[config.mk]
export PLATFORM = sky130hd
export DESIGN_NAME = ibr_bridge
export DESIGN_NICKNAME = d
export VERILOG_FILES = /design/src/rtl/ibr_pkg.sv /design/src/rtl/ibr_window.sv /design/src/rtl/ibr_xfer.sv /design/src/rtl/ibr_rdmux.sv /design/src/rtl/ibr_bridge.sv
export SDC_FILE = /design/constraint.sdc
export NUM_CORES = 1
export LEC_CHECK = 0
export ABC_AREA = 1
export BUFFER_PORTS_ARGS = -buffer_cell sky130_fd_sc_hd__buf_2
export CORE_MARGIN = 10
export CORE_UTILIZATION = 30
export CTS_CLUSTER_SIZE = 24
export DETAILED_ROUTE_END_ITERATION = 10
export GPL_TIMING_DRIVEN = 0
export PLACE_DENSITY = 0.52
export SLEW_MARGIN = 25
export SYNTH_ARGS = -nofsm -noshare
export SYNTH_HDL_FRONTEND = slang
export SYNTH_SLANG_ARGS = --single-unit
[constraint.sdc]
create_clock -name clk -period 1.6 [get_ports clk]
set_clock_uncertainty 0.15 [all_clocks]
set_input_delay 0.32 -clock clk [delete_from_list [all_inputs] [get_ports clk]]
set_output_delay 0.32 -clock clk [all_outputs]
set_load 0.03 [all_outputs]
[src/rtl/ibr_pkg.sv]
package ibr_pkg;

    typedef enum logic [1:0] {
        ST_IDLE = 2'd0,
        ST_REQ  = 2'd1,
        ST_RSP  = 2'd2,
        ST_DONE = 2'd3
    } xfer_st_e;

    // operation selector values
    localparam logic [1:0] OP_WRITE = 2'd1;
    localparam logic [1:0] OP_READ  = 2'd2;

    // completion result codes
    localparam logic [1:0] CC_NORSP   = 2'd0;
    localparam logic [1:0] CC_OK      = 2'd1;
    localparam logic [1:0] CC_REQFAIL = 2'd2;
    localparam logic [1:0] CC_RSPERR  = 2'd3;

    // status word layout
    localparam int STS_CODE_LSB = 16;
    localparam int STS_RDY_BIT  = 18;
    localparam int STS_BUSY_BIT = 19;

    // host window selects
    localparam logic [1:0] WIN_WDATA  = 2'd0;
    localparam logic [1:0] WIN_CMD    = 2'd1;
    localparam logic [1:0] WIN_RDATA  = 2'd2;
    localparam logic [1:0] WIN_STATUS = 2'd3;

endpackage

[src/rtl/ibr_window.sv]
module ibr_window
    import ibr_pkg::*;
#(
    parameter int AW = 16,
    parameter int DW = 32
) (
    input  logic          clk,
    input  logic          rst_n,
    input  logic          hst_we_i,
    input  logic [1:0]    hst_waddr_i,
    input  logic [DW-1:0] hst_wdata_i,
    input  logic          busy_i,
    output logic [DW-1:0] wdata_o,
    output logic [AW+1:0] cmd_o,
    output logic          launch_o,
    output logic [1:0]    launch_op_o
);

    localparam int CW = AW + 2;

    typedef struct packed {
        logic [DW-1:0] wdata;
        logic [CW-1:0] cmd;
    } win_t;

    win_t win_d, win_q;
    logic wr_data, wr_cmd;

    always_comb begin
        wr_data = hst_we_i && (hst_waddr_i == WIN_WDATA) && !busy_i;
        wr_cmd  = hst_we_i && (hst_waddr_i == WIN_CMD) && !busy_i;
        win_d   = win_q;
        if (wr_data) win_d.wdata = hst_wdata_i;
        if (wr_cmd)  win_d.cmd   = hst_wdata_i[CW-1:0];
    end

    always_ff @(posedge clk or negedge rst_n) begin
        if (!rst_n) win_q <= '0;
        else        win_q <= win_d;
    end

    assign wdata_o     = win_q.wdata;
    assign cmd_o       = win_q.cmd;
    assign launch_o    = wr_cmd;
    assign launch_op_o = hst_wdata_i[CW-1:AW];

    // a command write while busy leaves the command register alone
    p_cmd_hold_r8: assert property (@(posedge clk) disable iff (!rst_n)
        (busy_i && hst_we_i && hst_waddr_i == WIN_CMD) |=> $stable(cmd_o));

    // a data write while busy leaves the write-data register alone
    p_wdata_hold_r8: assert property (@(posedge clk) disable iff (!rst_n)
        (busy_i && hst_we_i && hst_waddr_i == WIN_WDATA) |=> $stable(wdata_o));

endmodule

[src/rtl/ibr_xfer.sv]
module ibr_xfer
    import ibr_pkg::*;
#(
    parameter int DW         = 32,
    parameter int TMO_CYCLES = 20
) (
    input  logic          clk,
    input  logic          rst_n,
    input  logic          launch_i,
    input  logic [1:0]    op_i,
    input  logic          gnt_i,
    input  logic          rej_i,
    input  logic          rsp_valid_i,
    input  logic          rsp_err_i,
    input  logic [DW-1:0] rsp_data_i,
    output logic          req_o,
    output logic          busy_o,
    output logic          ready_o,
    output logic [1:0]    code_o,
    output logic [DW-1:0] rdata_o
);

    localparam int CNT_W = (TMO_CYCLES > 1) ? $clog2(TMO_CYCLES) : 1;
    localparam logic [CNT_W-1:0] CNT_LAST = CNT_W'(TMO_CYCLES - 1);

    typedef struct packed {
        xfer_st_e      st;
        logic [CNT_W-1:0] cnt;
        logic          ready;
        logic [1:0]    code;
        logic          is_rd;
        logic [DW-1:0] rdata;
    } xfer_t;

    xfer_t x_d, x_q;
    logic  op_ok;

    assign op_ok = (op_i == OP_WRITE) || (op_i == OP_READ);

    always_comb begin
        x_d = x_q;
        unique case (x_q.st)
            ST_IDLE, ST_DONE: begin
                if (launch_i) begin
                    if (op_ok) begin
                        x_d.st    = ST_REQ;
                        x_d.cnt   = '0;
                        x_d.ready = 1'b0;
                        x_d.code  = CC_NORSP;
                        x_d.is_rd = (op_i == OP_READ);
                    end else begin
                        x_d.st    = ST_DONE;
                        x_d.ready = 1'b1;
                        x_d.code  = CC_REQFAIL;
                    end
                end
            end
            ST_REQ: begin
                if (rej_i) begin
                    x_d.st    = ST_DONE;
                    x_d.ready = 1'b1;
                    x_d.code  = CC_REQFAIL;
                end else if (gnt_i) begin
                    x_d.st  = ST_RSP;
                    x_d.cnt = '0;
                end else if (x_q.cnt == CNT_LAST) begin
                    x_d.st    = ST_DONE;
                    x_d.ready = 1'b1;
                    x_d.code  = CC_NORSP;
                end else begin
                    x_d.cnt = x_q.cnt + 1'b1;
                end
            end
            ST_RSP: begin
                if (rsp_valid_i) begin
                    x_d.st    = ST_DONE;
                    x_d.ready = 1'b1;
                    if (rsp_err_i) begin
                        x_d.code = CC_RSPERR;
                    end else begin
                        x_d.code = CC_OK;
                        if (x_q.is_rd) x_d.rdata = rsp_data_i;
                    end
                end else if (x_q.cnt == CNT_LAST) begin
                    x_d.st    = ST_DONE;
                    x_d.ready = 1'b1;
                    x_d.code  = CC_NORSP;
                end else begin
                    x_d.cnt = x_q.cnt + 1'b1;
                end
            end
            default: x_d.st = ST_IDLE;
        endcase
    end

    always_ff @(posedge clk or negedge rst_n) begin
        if (!rst_n) x_q <= '0;
        else        x_q <= x_d;
    end

    assign req_o   = (x_q.st == ST_REQ);
    assign busy_o  = (x_q.st == ST_REQ) || (x_q.st == ST_RSP);
    assign ready_o = x_q.ready;
    assign code_o  = x_q.code;
    assign rdata_o = x_q.rdata;

    // accepting a valid command clears the result and marks busy
    p_launch_clear_r7: assert property (@(posedge clk) disable iff (!rst_n)
        (launch_i && op_ok && !busy_o) |=> (busy_o && !ready_o && code_o == CC_NORSP));

    // busy and ready are exclusive
    p_busy_excl_r7: assert property (@(posedge clk) disable iff (!rst_n)
        busy_o |-> !ready_o);

    // an unknown selector finishes at once as a refused request
    p_badop_r9: assert property (@(posedge clk) disable iff (!rst_n)
        (launch_i && !op_ok && !busy_o) |=> (ready_o && code_o == CC_REQFAIL && !req_o));

    // a reject closes the transfer without a response phase
    p_reject_r4: assert property (@(posedge clk) disable iff (!rst_n)
        (req_o && rej_i) |=> (ready_o && !busy_o && code_o == CC_REQFAIL));

    // a clean response completes with OK
    p_ok_r2: assert property (@(posedge clk) disable iff (!rst_n)
        (x_q.st == ST_RSP && rsp_valid_i && !rsp_err_i) |=> (ready_o && code_o == CC_OK));

    // a clean read response is captured
    p_rdcap_r3: assert property (@(posedge clk) disable iff (!rst_n)
        (x_q.st == ST_RSP && rsp_valid_i && !rsp_err_i && x_q.is_rd)
        |=> (rdata_o == $past(rsp_data_i)));

    // an error response reports code 3 and keeps read data
    p_rsperr_r5: assert property (@(posedge clk) disable iff (!rst_n)
        (x_q.st == ST_RSP && rsp_valid_i && rsp_err_i)
        |=> (code_o == CC_RSPERR && $stable(rdata_o)));

    // an unanswered request times out with code 0
    p_tmo_req_r6: assert property (@(posedge clk) disable iff (!rst_n)
        (req_o && !gnt_i && !rej_i && x_q.cnt == CNT_LAST)
        |=> (ready_o && !req_o && code_o == CC_NORSP));

    // the phase counter never passes the limit
    p_cnt_range_r6: assert property (@(posedge clk) disable iff (!rst_n)
        x_q.cnt <= CNT_LAST);

endmodule

[src/rtl/ibr_rdmux.sv]
module ibr_rdmux
    import ibr_pkg::*;
#(
    parameter int AW = 16,
    parameter int DW = 32
) (
    input  logic [1:0]    raddr_i,
    input  logic [DW-1:0] wdata_i,
    input  logic [AW+1:0] cmd_i,
    input  logic [DW-1:0] rdata_i,
    input  logic          busy_i,
    input  logic          ready_i,
    input  logic [1:0]    code_i,
    output logic [DW-1:0] word_o
);

    logic [DW-1:0] sts;

    always_comb begin
        sts = '0;
        sts[STS_CODE_LSB +: 2] = code_i;
        sts[STS_RDY_BIT]       = ready_i;
        sts[STS_BUSY_BIT]      = busy_i;
        unique case (raddr_i)
            WIN_WDATA: word_o = wdata_i;
            WIN_CMD:   word_o = DW'(cmd_i);
            WIN_RDATA: word_o = rdata_i;
            default:   word_o = sts;
        endcase
    end

endmodule

[src/rtl/ibr_bridge.sv]
module ibr_bridge
    import ibr_pkg::*;
#(
    parameter int AW         = 16,
    parameter int DW         = 32,
    parameter int TMO_CYCLES = 20
) (
    input  logic          clk,
    input  logic          rst_n,
    input  logic          hst_we,
    input  logic [1:0]    hst_waddr,
    input  logic [DW-1:0] hst_wdata,
    input  logic [1:0]    hst_raddr,
    output logic [DW-1:0] hst_rdata,
    output logic          ib_req,
    output logic          ib_wr,
    output logic [AW-1:0] ib_addr,
    output logic [DW-1:0] ib_wdata,
    input  logic          ib_gnt,
    input  logic          ib_rej,
    input  logic          ib_rsp_valid,
    input  logic          ib_rsp_err,
    input  logic [DW-1:0] ib_rsp_data
);

    logic [DW-1:0] wdata_w, rdata_w;
    logic [AW+1:0] cmd_w;
    logic          launch_w, busy_w, ready_w;
    logic [1:0]    launch_op_w, code_w;

    ibr_window #(.AW(AW), .DW(DW)) u_window (
        .clk         (clk),
        .rst_n       (rst_n),
        .hst_we_i    (hst_we),
        .hst_waddr_i (hst_waddr),
        .hst_wdata_i (hst_wdata),
        .busy_i      (busy_w),
        .wdata_o     (wdata_w),
        .cmd_o       (cmd_w),
        .launch_o    (launch_w),
        .launch_op_o (launch_op_w)
    );

    ibr_xfer #(.DW(DW), .TMO_CYCLES(TMO_CYCLES)) u_xfer (
        .clk         (clk),
        .rst_n       (rst_n),
        .launch_i    (launch_w),
        .op_i        (launch_op_w),
        .gnt_i       (ib_gnt),
        .rej_i       (ib_rej),
        .rsp_valid_i (ib_rsp_valid),
        .rsp_err_i   (ib_rsp_err),
        .rsp_data_i  (ib_rsp_data),
        .req_o       (ib_req),
        .busy_o      (busy_w),
        .ready_o     (ready_w),
        .code_o      (code_w),
        .rdata_o     (rdata_w)
    );

    ibr_rdmux #(.AW(AW), .DW(DW)) u_rdmux (
        .raddr_i (hst_raddr),
        .wdata_i (wdata_w),
        .cmd_i   (cmd_w),
        .rdata_i (rdata_w),
        .busy_i  (busy_w),
        .ready_i (ready_w),
        .code_i  (code_w),
        .word_o  (hst_rdata)
    );

    assign ib_addr  = cmd_w[AW-1:0];
    assign ib_wr    = (cmd_w[AW+1:AW] == OP_WRITE);
    assign ib_wdata = wdata_w;

    // a waiting request keeps its address, direction and data
    p_req_stable_r10: assert property (@(posedge clk) disable iff (!rst_n)
        (ib_req && !ib_gnt && !ib_rej)
        |=> (!ib_req || ($stable(ib_addr) && $stable(ib_wr) && $stable(ib_wdata))));

endmodule

==> summary.md, run 1 <==
| Metric | Value |
|---|---|
| Status | complete, but fails checks |
| Failing checks | setup timing |
| Top-count cell post-synth | nand2_1 |
| Post-synth EDFFs | 0 |
| Residual DRC | 0 |
| Synth top area share | 0.5167 |
| Total power | between 10 and 15 mW |
| Crit path capture type | primary output |
| Net Count, Synth | between 500 and 600 |
| Number of max-cap violations | 0 |
| CP Launch Type | flip-flop |
| Yosys cell types | 28 |
| H-tree Lvls | 3 |
| Worst-Skew Late Latency | roughly 350 ps |
| Die H | 142.5 microns |
| Fmax | about 520 MHz |
| GPL Wtd Cong | about 0.79 |
| Total number of vias | approximately 4000 |
| DRT iter0 DRCs | 112 |
| Grt ovf | 0 |
| Number of global-route vias before repair | approximately 4400 |
| Layout cell share with drive strength beyond 1 | 0.5486 |
| Async S/R FF share, synth | 1.000 |
| Max VDD drop | slightly below 900 uV |
| Worst-path maximum fanout | 3 |
| First drt pass iteration count | 4 |
| Die area | between 20000 and 25000 sq um |
| Die Width | 142.5 microns |
| Crit path DAT | ~1500 ps |
| Worst-path clk slew | roughly 70 ps |
| Yosys reg bits | 93 |
| Post-Route Setup TNS | -12750 ps |
| ANT nets after route | 0 |
| CTS Sinks | just over 90 |
| GRT Resource Usage Total | 0.1551 |
| IO Port Bufs | ~160 |
| Final hold violation count | 0 |
| Vias per inst | between 4 and 5 |
| Ranking of synthesized cells by area | dfrtp_1, nand2_1, mux2_2 |
| Mapped Area | around 4500 sq um |
| CP Class | reg2out |
| Inst Count DP | between 800 and 900 |
| RSZ-0062 raised after global routing | true |
| First-pass GRT wire length | approximately 24000 microns |
| Top FF cell, synth | dfrtp_1 |
| Post-DP HPWL | roughly 11000 microns |
| FF-to-FF setup slack | -270 ps |
| Period utilisation layout | 1.202 |
| Filler cell count | between 1000 and 1500 |
| Final WS setup | -322.5 ps |
| Yosys Warn Count | 0 |
| Final Critical Period | 1922 ps |
| Clock Path Buffers | 2 |
| Root Driver | clkbuf_16 |
| Syn_area_per_cell | 9.666 sq um |
| Final hold slack | approximately 43 ps |
| Initial antenna violation count | 1 |
| Total CTS buffers | 9 |
| Critical path required time | between 1000 and 1500 ps |
| Final #Nets | 764 |
| Slew Viols, Final | 0 |
| WL/cell | approximately 18 microns |
| Row count | 44 |
| Layout area overhead | 61.64% |
| Setup-failing EPs final | 89 |
| Starting Density | 0.3076 |
| Post-synth top cells | nand2_1, dfrtp_1, o21ai_0, inv_1, mux2_2 |
| CTS tree | yes |
| Total core area | ~15000 sq um |
| Post-synth top area cell | dfrtp_1 |
| Drt total wl | approximately 16000 microns |
| Final non-filler cell total | roughly 900 |
| Dpl ws | -644.2 ps |
| Register area share after synthesis | 0.5167 |
| P_leak | approximately 4 nW |
| Syn Inst Count | around 470 |
| Relative slew slack | 0.7144 |
| Slew @ Worst Pin | between 400 and 500 ps |
| Largest net degree at the start of global routing | 53 |
| HP Class | in2reg |
| Cell area power density | 1811 nW/um^2 |
| IO Count | approximately 160 |
routing by layer:
layer,track usage,vias to the layer above,share of wire
met5,0,-,0
met4,0.05212,0,0.017
met3,0.06308,17,0.091
met2,0.2402,132,0.46
met1,0.1917,1937,0.43
li1,-,1953,-
worst max-delay path, stage by stage, from the launching register on:
cell and delay, ps:
dfrtp_1 390, inv_2 90, ha_4 230, o211ai_1 190
buf_4 200
layout make-up:
cell class                 instances  area, sq um  share of cell area
tap                              184        230.2             0.03162
clock inverter                     5        60.06            0.008249
multi-input combinational        294         2161              0.2968
buffer                            31        354.1             0.04863
clock buffer                      11        242.7             0.03334
timing repair buffer             211         1722              0.2365
antenna                            1        2.502           0.0003437
inverter                          44        180.2             0.02475
sequential                        93         2328              0.3198
state kept, by name, indices dropped and copies added, names as in the netlist:
name and flops:
u_window.cmd_o 18, u_window.wdata_o 32, u_xfer.ready_o 1, u_xfer.rdata_o 32, u_xfer.x_q 8, u_xfer.code_o 2
where the power goes:
| group | internal (mW) | switching, mW |
|---|---|---|
| Combinational | 3.03 | 3.95 |
| Sequential | 3.25 | 0.758 |
| Clock | 1.26 | 0.946 |
stage by stage:
| step | instance area (sq um) | util |
|---|---|---|
| CTS | 6928 | 0.4731 |
| finish | 7281 | 0.4972 |
| floorplan | 4527 | - |
| detailed placement | 5572 | 0.3805 |
| global placement | 5538 | 0.3782 |
| global route | 7278 | 0.4970 |
final timing paths:
kind	startpoint	to	cells after the start
min in group asynchronous	rst_n	u_window.wdata_o[3]	2
max in group asynchronous	rst_n	u_xfer.x_q[42]	3
hold / removal	ib_rsp_data[10]	u_xfer.rdata_o[10]	2
setup / recovery	u_xfer.x_q[41]	hst_rdata[19]	4
setup reg to reg	u_xfer.x_q[42]	u_window.wdata_o[20]	7
hold reg to reg	u_xfer.rdata_o[25]	u_xfer.rdata_o[25]	1
layout by cell type, fill, tap and decap left out, drive strengths merged:
master / instances
a32oi: 1
nor3: 1
ha: 5
inv: 44
a21oi: 8
o21ai: 45
nand3b: 1
buf: 235
a22o: 12
diode: 1
clkbuf: 17
a22oi: 1
o31ai: 2
nor2: 13
clkinvlp: 1
o211ai: 2
bufinv: 1
xor2: 2
nand2: 129
nand3: 24
clkinv: 3
mux2: 46
dlygate4sd3: 1
dfrtp: 93
nand4: 2
what timing repair did:
action	4_1_cts	5_1_grt
endpoints found under the setup margin	122	125
gates resized for setup	208	72
gates cloned	7	2
pin swaps	22	20
hold buffers	1	0
setup buffers	26	23
hold endpoints to repair	41	0
kinds of logic (layout without fill, tap and decap cells):
kind of cell	count (synthesis)	in the layout	share of synthesized area
simple gates	170	170	0.1572
flops	93	93	0.5167
buf+inv	79	302	0.08917
compound gates	71	71	0.09250
mux	46	46	0.1267
fa+ha+maj	5	5	0.01389
xor+xnor	2	2	0.003890
other cells	0	1	0
Power figures use the tool's default switching activity.
==> run 2, diff against run 1 <==
Settings changed: BUFFER_PORTS_ARGS -buffer_cell sky130_fd_sc_hd__buf_2 to -buffer_cell sky130_fd_sc_hd__buf_4.
==> run 2 against run 1 <==
  * The flow still finishes with violations (setup timing)
  * Combinational power is 16% higher
  * Die area unchanged
  * Maximum frequency increased by 1.4%
  * Via count rose by 3.1%
  * Sequential share of layout area shrank 2.2 points
  * First-iteration DRC count decreased by 0.89%
  * Sequential power grew 2%
  * Power rose by 7.6%
  * Non-clock buffer count is 10 higher
  * Critical endpoint unchanged
==> summary.md, run 2 (same netlist as run 1, synthesis figures left out) <==
| Metric | Value |
|---|---|
| Status | complete, but fails checks |
| Failing checks | setup timing |
| Core Util, Final | 0.5353 (+0.03811) |
| H-tree Lvls | 3 (unchanged) |
| Max VDD drop | 845.3 uV (-5.3%) |
| Starting Density | 0.3076 (unchanged) |
| Initial antenna violation count | 0 (-1) |
| Worst-path maximum fanout | 3 (unchanged) |
| Layout cell share with drive strength beyond 1 | 0.6289 (+0.08032) |
| CP Class | reg2out |
| Reg2reg start | u_xfer.x_q[42] |
| First-pass GRT wire length | 24480 microns (+0.11%) |
| FF-to-FF setup slack | -280 ps (about the same) |
| CTS Sinks | 93 (unchanged) |
| WL met3 | 1409 microns (-1.3%) |
| Number of max-cap violations | 0 (unchanged) |
| WL/cell | 18.57 microns (+3.3%) |
| GPL Wtd Cong | 0.7892 (-0.43%) |
| Post-route cell area | 7839 sq um (+7.7%) |
| Worst-Skew Late Latency | 350 ps (about the same) |
| Vias per inst | 4.722 (+2.2%) |
| Slew @ Worst Pin | 779.3 ps (+351.0 ps) |
| Routed met2 length | 7850 microns (+8.3%) |
| Final WS setup | -295.9 ps (+26.62 ps) |
| GRT Resource Usage Total | 0.1548 (-0.0002648) |
| First drt pass iteration count | 4 (unchanged) |
| Layout area overhead | 74.03% |
| CTS tree | yes |
| IO Port Bufs | 156 (unchanged) |
| Total power | 14.19 mW (+7.6%) |
| Period utilisation layout | 1.185 (-0.01663) |
| Setup-failing EPs final | 87 (-2.2%) |
| Hold wc startpoint | ib_rsp_data[10] |
| Grt ovf | 0 (unchanged) |
| Root Driver | clkbuf_16 |
| Slew Viols, Final | 0 (unchanged) |
| IO Count | 157 (unchanged) |
| Max layer used | met4 |
| ANT nets after route | 0 (unchanged) |
| Residual DRC | 0 (unchanged) |
| Crit path DAT | 1430 ps (-20 ps) |
| Relative slew slack | 0.4804 (-0.2340) |
| Filler cell count | 1338 (-2.4%) |
| Wl on met1 | 6924 microns (+2.2%) |
| Number of global-route vias before repair | 4426 (-0.52%) |
| Total core area | 14640 sq um (unchanged) |
| Drt total wl | 16380 microns (+4.3%) |
| Placed inst area | 5932 sq um (+6.5%) |
| Most frequent cells in the layout | buf_4, dfrtp_1, nand2_1 |
| # diodes | 0 (-1) |
| Final #Nets | 774 (+1.3%) |
| Total number of vias | 4165 (+3.1%) |
| CP Launch Type | flip-flop |
| Inst Count DP | 806 (-0.12%) |
| Largest net degree at the start of global routing | 94 (+77%) |
| Die H | 142.5 microns (unchanged) |
| Fmax | 527.5 MHz (+1.4%) |
| Final Critical Period | 1896 ps (-26.61 ps) |
| Crit path capture type | primary output |
| Critical path required time | 1130 ps (about the same) |
| Clock Path Buffers | 2 (unchanged) |
| HP Class | in2reg |
| Final non-filler cell total | 882 (+0.92%) |
| Commonest non-fill, non-tap cell in the layout | buf_4 |
| Worst-path clk slew | 70 ps (about the same) |
| Cell area power density | 1811 nW/um^2 (about the same) |
| Row count | 44 (unchanged) |
| DRT iter0 DRCs | 111 (-0.89%) |
| RSZ-0062 raised after global routing | true |
| CP startpoint | u_xfer.x_q[42] |
| Die area | 20320 sq um (unchanged) |
| Die Width | 142.5 microns (unchanged) |
| Post-DP HPWL | 10830 microns (+0.90%) |
| Final hold violation count | 0 (unchanged) |
| P_leak | 4.184 nW (+5.0%) |
| Total CTS buffers | 9 (unchanged) |
-- run 2: final cells by class --
class                           count  area, sq um  share of cell area
Clock buffer                       10        229.0             0.02921
Buffer                             31        364.1             0.04645
Timing Repair Buffer              221         2087              0.2662
Inverter                           44        187.7             0.02394
Sequential cell                    93         2331              0.2974
Multi-Input combinational cell    294         2372              0.3026
Clock inverter                      5        37.54            0.004789
Tap cell                          184        230.2             0.02937
-- run 2: where the power goes --
part           total [mW]  leakage [nW]  switching [mW]  internal (mW)
sequential           4.11          1.19           0.855           3.25
clock                2.02         0.125           0.968           1.05
combinational        8.07          2.87            4.24           3.82
total                14.2          4.18            6.07           8.13
-- run 2: worst paths after layout --
| kind | end | cells past startpoint |
|---|---|---|
| setup / recovery | hst_rdata[19] | 3 |
| hold / removal | u_xfer.rdata_o[10] | 2 |
| setup reg to reg | u_window.wdata_o[25] | 8 |
| hold reg to reg | u_xfer.rdata_o[21] | 1 |
| max in group asynchronous | u_window.wdata_o[15] | 2 |
| min in group asynchronous | u_window.wdata_o[1] | 2 |
-- run 2: critical path: stages (launching register included) --
cell	delay [ps]
dfrtp_1	410
ha_4	280
o211ai_1	190
buf_4	200
-- run 2: what timing repair did --
item,CTS,global route
hold buffers,1,0
endpoints found under the hold margin,93,0
resized for setup,194,137
gates cloned,7,3
setup endpoints to repair,122,123
pin swaps,29,20
setup buffers,37,22
-- run 2: routing by layer --
| metal | up-vias | track usage |
|---|---|---|
| met5 | - | 0 |
| met3 | 13 | 0.06509 |
| met2 | 126 | 0.2505 |
| met4 | 0 | 0.03257 |
| li1 | 1975 | - |
| met1 | 2051 | 0.1885 |
-- run 2: per-stage QoR --
stage	setup WS (ps)	setup TNS, ps	hold WS, ps
2_1_floorplan	-82.10	-846.4	-125.6
3_3_place_gp	-570.9	-24640	337.7
3_5_place_dp	-614.3	-27690	337.8
4_1_cts	-335.1	-8137	37.23
5_1_grt	-346.3	-16400	39.29
6_report	-295.9	-11460	44.85
